[src/rtl/lin_baud_pkg.sv]
`timescale 1ns/1ps
package lin_baud_pkg;
    // falling edges in the 0x55 byte give this many gaps
    localparam int NSEG = 4;

    typedef enum logic [1:0] {
        ST_HUNT,
        ST_DELIM,
        ST_SYNC
    } lbd_state_e;
endpackage

[src/rtl/lin_fall_det.sv]
`timescale 1ns/1ps
module lin_fall_det (
    input  logic clk,
    input  logic rst_n,
    input  logic lvl,
    output logic fall
);
    logic prev_q;

    always_ff @(posedge clk or negedge rst_n) begin
        if (!rst_n) prev_q <= 1'b1;
        else        prev_q <= lvl;
    end

    assign fall = prev_q & ~lvl;
endmodule

[src/rtl/lin_span_chk.sv]
`timescale 1ns/1ps
module lin_span_chk #(
    parameter int W    = 16,
    parameter int NSEG = 4
) (
    input  logic [NSEG-1:0][W-1:0] segs,
    output logic                   ok,
    output logic [W-1:0]           bit_len
);
    localparam int SW  = W + $clog2(NSEG);
    localparam int QSH = $clog2(NSEG);
    localparam int TSH = QSH + 2;
    localparam int BSH = QSH + 1;

    logic [SW-1:0]   span;
    logic [SW-1:0]   qtr;
    logic [SW-1:0]   tol;
    logic [NSEG-1:0] seg_ok;

    always_comb begin
        span = '0;
        for (int i = 0; i < NSEG; i++) span = span + SW'(segs[i]);
    end

    assign qtr = span >> QSH;
    assign tol = span >> TSH;

    for (genvar g = 0; g < NSEG; g++) begin : g_seg
        logic [SW-1:0] v;
        logic [SW-1:0] dev;
        assign v         = SW'(segs[g]);
        assign dev       = (v > qtr) ? (v - qtr) : (qtr - v);
        assign seg_ok[g] = (dev <= tol);
    end

    assign ok      = (&seg_ok) && (span >= SW'(2 * NSEG));
    assign bit_len = W'(span >> BSH);
endmodule

[src/rtl/lin_baud_det.sv]
`timescale 1ns/1ps
module lin_baud_det
    import lin_baud_pkg::*;
#(
    parameter int CNT_W    = 16,
    parameter int INIT_BIT = 52,
    parameter int BRK_BITS = 11
) (
    input  logic             clk,
    input  logic             rst_n,
    input  logic             rxd,
    output logic [CNT_W-1:0] bit_time,
    output logic             hdr_ready,
    output logic             sync_err
);
    localparam logic [CNT_W-1:0] CMAX = '1;
    localparam int TW = CNT_W + $clog2(BRK_BITS + 1);
    localparam int EW = $clog2(NSEG);

    typedef struct packed {
        lbd_state_e                    st;
        logic [CNT_W-1:0]              low;
        logic [CNT_W-1:0]              tmr;
        logic [CNT_W-1:0]              seg;
        logic [EW-1:0]                 eidx;
        logic [NSEG-2:0][CNT_W-1:0]    sp;
        logic [CNT_W-1:0]              bit_t;
        logic                          hdr;
        logic                          err;
    } lbd_regs_t;

    lbd_regs_t r_q, r_d;

    logic                      fall;
    logic                      span_ok;
    logic [CNT_W-1:0]          meas;
    logic [NSEG-1:0][CNT_W-1:0] segv;
    logic [TW-1:0]             thr;

    lin_fall_det u_fall (
        .clk  (clk),
        .rst_n(rst_n),
        .lvl  (rxd),
        .fall (fall)
    );

    assign segv = {r_q.seg, r_q.sp};

    lin_span_chk #(.W(CNT_W), .NSEG(NSEG)) u_span (
        .segs   (segv),
        .ok     (span_ok),
        .bit_len(meas)
    );

    assign thr = TW'(r_q.bit_t) * TW'(BRK_BITS);

    always_comb begin
        r_d     = r_q;
        r_d.hdr = 1'b0;
        r_d.err = 1'b0;
        r_d.low = rxd ? '0 : ((r_q.low == CMAX) ? CMAX : r_q.low + 1'b1);

        unique case (r_q.st)
            ST_HUNT: begin
                if (rxd && (TW'(r_q.low) >= thr)) r_d.st = ST_DELIM;
            end
            ST_DELIM: begin
                if (fall) begin
                    r_d.st   = ST_SYNC;
                    r_d.tmr  = CNT_W'(1);
                    r_d.seg  = CNT_W'(1);
                    r_d.eidx = '0;
                end
            end
            ST_SYNC: begin
                r_d.tmr = (r_q.tmr == CMAX) ? CMAX : r_q.tmr + 1'b1;
                r_d.seg = (r_q.seg == CMAX) ? CMAX : r_q.seg + 1'b1;
                if (fall) begin
                    r_d.seg = CNT_W'(1);
                    if (r_q.eidx == EW'(NSEG - 1)) begin
                        r_d.st = ST_HUNT;
                        if (span_ok) begin
                            r_d.bit_t = meas;
                            r_d.hdr   = 1'b1;
                        end else begin
                            r_d.err = 1'b1;
                        end
                    end else begin
                        r_d.sp[r_q.eidx] = r_q.seg;
                        r_d.eidx         = r_q.eidx + 1'b1;
                    end
                end else if (r_q.tmr == CMAX) begin
                    r_d.err = 1'b1;
                    r_d.st  = ST_HUNT;
                end
            end
            default: r_d.st = ST_HUNT;
        endcase
    end

    always_ff @(posedge clk or negedge rst_n) begin
        if (!rst_n) begin
            r_q       <= '0;
            r_q.st    <= ST_HUNT;
            r_q.bit_t <= CNT_W'(INIT_BIT);
        end else begin
            r_q <= r_d;
        end
    end

    assign bit_time  = r_q.bit_t;
    assign hdr_ready = r_q.hdr;
    assign sync_err  = r_q.err;
endmodule

[config.mk]
export PLATFORM = sky130hd
export DESIGN_NAME = lin_baud_det
export DESIGN_NICKNAME = d
export VERILOG_FILES = /design/src/rtl/lin_baud_pkg.sv /design/src/rtl/lin_fall_det.sv /design/src/rtl/lin_span_chk.sv /design/src/rtl/lin_baud_det.sv
export SDC_FILE = /design/constraint.sdc
export NUM_CORES = 1
export LEC_CHECK = 0
export BUFFER_PORTS_ARGS = -buffer_cell sky130_fd_sc_hd__buf_4
export CAP_MARGIN = 20
export CORE_ASPECT_RATIO = 1.4
export CORE_MARGIN = 3
export CORE_UTILIZATION = 40
export DETAILED_ROUTE_END_ITERATION = 10
export MAX_ROUTING_LAYER = met4
export SYNTH_ARGS = -nofsm -noshare
export SYNTH_HDL_FRONTEND = slang
export SYNTH_HIERARCHICAL = 1
export SYNTH_SLANG_ARGS = --single-unit
export TNS_END_PERCENT = 5
[constraint.sdc]
create_clock -name clk -period 11.3 [get_ports clk]
set_clock_uncertainty 0.1 [all_clocks]
set_input_delay 1.13 -clock clk [delete_from_list [all_inputs] [get_ports clk]]
set_output_delay 1.13 -clock clk [all_outputs]
set_load 0.005 [all_outputs]
==> results.sh <==
export IMPL_dr_first_iter_drc_count=1052
export IMPL_tightest_slew_ns=1.18
export IMPL_grt_usage_pct=26.2
export IMPL_rows=86
export IMPL_maxCapViolations=0
export IMPL_synthCells=1943
export IMPL_postCtsResizedCells=0
export IMPL_maxSlewViolCount=0
export IMPL_hold_path_depth=1
export IMPL_ys_async_sr_fraction_pct=100
export IMPL_grt_pass1_wl_um=83900
export IMPL_tritoncts="built"
export IMPL_fillCellCount=3871
export IMPL_fin_nets=2247
export IMPL_start_util_pct=40.8
export IMPL_synth_main_ff_cell="dfrtp_1"
export IMPL_ys_seq_elements=119
export IMPL_hold_buffers=0
export IMPL_final_core_util_pct=44.2
export IMPL_netlist_area_sq_um=16200
export IMPL_gp_congestion=1.00
export IMPL_worstPathRequired_ns=11.56
export IMPL_fin_setup_tns_ns=0
export IMPL_syn_to_final_growth_pct=8.35
export IMPL_ys_seq_area_share_pct=18.4
export IMPL_whs_endpoint="r_q[100]"
export IMPL_htree_levels=4
export IMPL_cpPeakStageDelay_ns=0.56
export IMPL_setup_viol=0
export IMPL_clkTransAtPathRegs_ns=0.07
export IMPL_io_buffers=20
export IMPL_finalHoldViolCount=0
export IMPL_fin_crit_sh_pct=93.4
export IMPL_grt_pass1_vias=14500
export IMPL_layout_common_cells="ha_1, inv_1, nand2_1, a21oi_1, dfrtp_1"
export IMPL_final_antenna_net_count=0
export IMPL_crit_buf_inv=4
export IMPL_cpMaxStageDelayCell="ha_1"
export IMPL_max_slew_margin_pct=20.9
export IMPL_critPathLaunchType="register"
export IMPL_arrival_ns=10.82
export IMPL_synth_edf_count=0
export IMPL_fp_dieH_um=244
export IMPL_outcome="complete, no violations"
export IMPL_multiInputGateArea_sq_um=12000
export IMPL_rsz0062_at_grt="false"
export IMPL_grt_antenna_before_repair=1
export IMPL_placed_cell_area_sq_um=16900
export IMPL_final_common_cell="ha_1"
export IMPL_setup_worst_path_class="register to register"
export IMPL_cts_buffer_depth=2
export IMPL_die_area_sq_um=42900
export IMPL_cts_setup_buffers=0
export IMPL_worst_r2r_path_depth=37
export IMPL_cts_sinks=119
export IMPL_io_pins=21
export IMPL_die_width_um=176
export IMPL_synth_cell_types=90
export IMPL_fmax_ghz=0.0947
export IMPL_synth_warnings=6
export IMPL_fin_area_sq_um=17500
export IMPL_hold_path_class="register to register"
export IMPL_path_delay_family="compound AO/OA/AOI/OAI gates"
export IMPL_dp_hpwl_um=44400
export IMPL_avgRoutedWirePerCell_um=22.0
export IMPL_drc=0
export IMPL_regArea_sq_um=2980
export IMPL_cts_root_buf="clkbuf_16"
export IMPL_ff2ff_setup_slack_ns=0.74
export IMPL_finalWirelength_um=54700
export IMPL_rr_endpoint="bit_time[6]"
export IMPL_syn_num_nets=2247
export IMPL_dr_total_vias=14600
export IMPL_core_area_sq_um=39700
export IMPL_endpoint_kind="register"
export IMPL_grt_max_degree=67
export IMPL_drive_above_1_share_pct=9.46
export IMPL_hp_start="r_q[100]"
export IMPL_finalCriticalPeriod_ns=10.56
export IMPL_first_pass_iters=6
export IMPL_syn_area_per_cell_sq_um=8.33
export IMPL_grt_remaining_overflow=0
export IMPL_cp_max_fo=29
export IMPL_numCtsBuffers=17
export IMPL_clock_latency_ns=0.45
export IMPL_timing_hold_ws_ns=0.403
export IMPL_via_per_inst=5.88
==> through the flow <==
step,setup slack (ns),std cells
floorplan,2.21,1943
global route,0.0564,2485
global placement,0.836,2450
detailed placement,0.623,2450
CTS,0.589,2482
finish,0.745,2485
==> Yosys cell counts (21+ instances only) <==
library cell  instances  share of area (%)
ha_1                248                 19
clkbuf_1             54                1.3
mux2_2               59                4.1
dfrtp_1             115                 18
mux2i_1              31                1.9
nor2_1               83                1.9
nand4_1              28                1.1
inv_1               221                5.1
nand3_1              46                1.4
xor2_1               33                1.8
a21o_1               70                3.2
nand2_1             164                3.8
nor3_1               26               0.80
a21oi_1             163                5.0
xnor2_1              57                3.1
a31oi_1              23               0.89
and3_1               25               0.97
o21ai_0              96                3.0
fa_1                 53                6.6
o21ai_1              22               0.68
a22o_1               21                1.1
==> worst max path at each step <==
| stage | startpoint | endpoint | slack (ns) | cells past startpoint |
|---|---|---|---|---|
| floorplan | register | bit_time[13] | 2.21 | 37 |
| global placement | register | bit_time[12] | 0.84 | 37 |
| detailed placement | register | bit_time[14] | 0.62 | 37 |
| CTS | register | bit_time[10] | 0.59 | 37 |
| global route | register | bit_time[8] | 0.06 | 37 |
| finish | register | bit_time[6] | 0.74 | 37 |
==> final cells by class <==
type	instances	area share, %
Antenna cell	1	0.0143
Clock buffer	17	2.43
Clock inverter	15	0.863
Inverter	224	4.79
Multi-Input combinational cell	1517	68.4
Sequential cell	119	17.0
Tap cell	528	3.77
Timing Repair Buffer	64	2.76
==> layer usage <==
metal / share of wire [%] / track usage [%] / up-vias
li1: - / - / 6896
met1: 38 / 27.9 / 7004
met2: 50 / 45.7 / 534
met3: 4.0 / 2.83 / 187
met4: 8.0 / 17.2 / 0
met5: 0 / - / -
==> worst reg2reg max path, delay by kind of cell (launching register included) <==
kind | cells | cell delay (ns)
adders and majority gates | 6 | 2.48
xor gates and xnor gates | 2 | 0.36
and+or+nand+nor | 11 | 2.45
DFF | 1 | 0.42
buffers and inverters | 4 | 0.95
AOI/OAI and AO/OA | 14 | 3.69
==> kinds of logic after synthesis <==
| kind of cell | Yosys count | share of synthesized area [%] |
|---|---|---|
| buf+inv | 307 | 7.55 |
| xor+xnor | 93 | 5.21 |
| flops | 119 | 18.4 |
| simple gates | 472 | 14.3 |
| other cells | 1 | 0.0232 |
| mux | 91 | 6.12 |
| fa+ha+maj | 302 | 25.8 |
| compound gates | 558 | 22.6 |
Power is not shown: default switching activity piles up to over one toggle a cycle in this logic, so the estimate is an artifact.
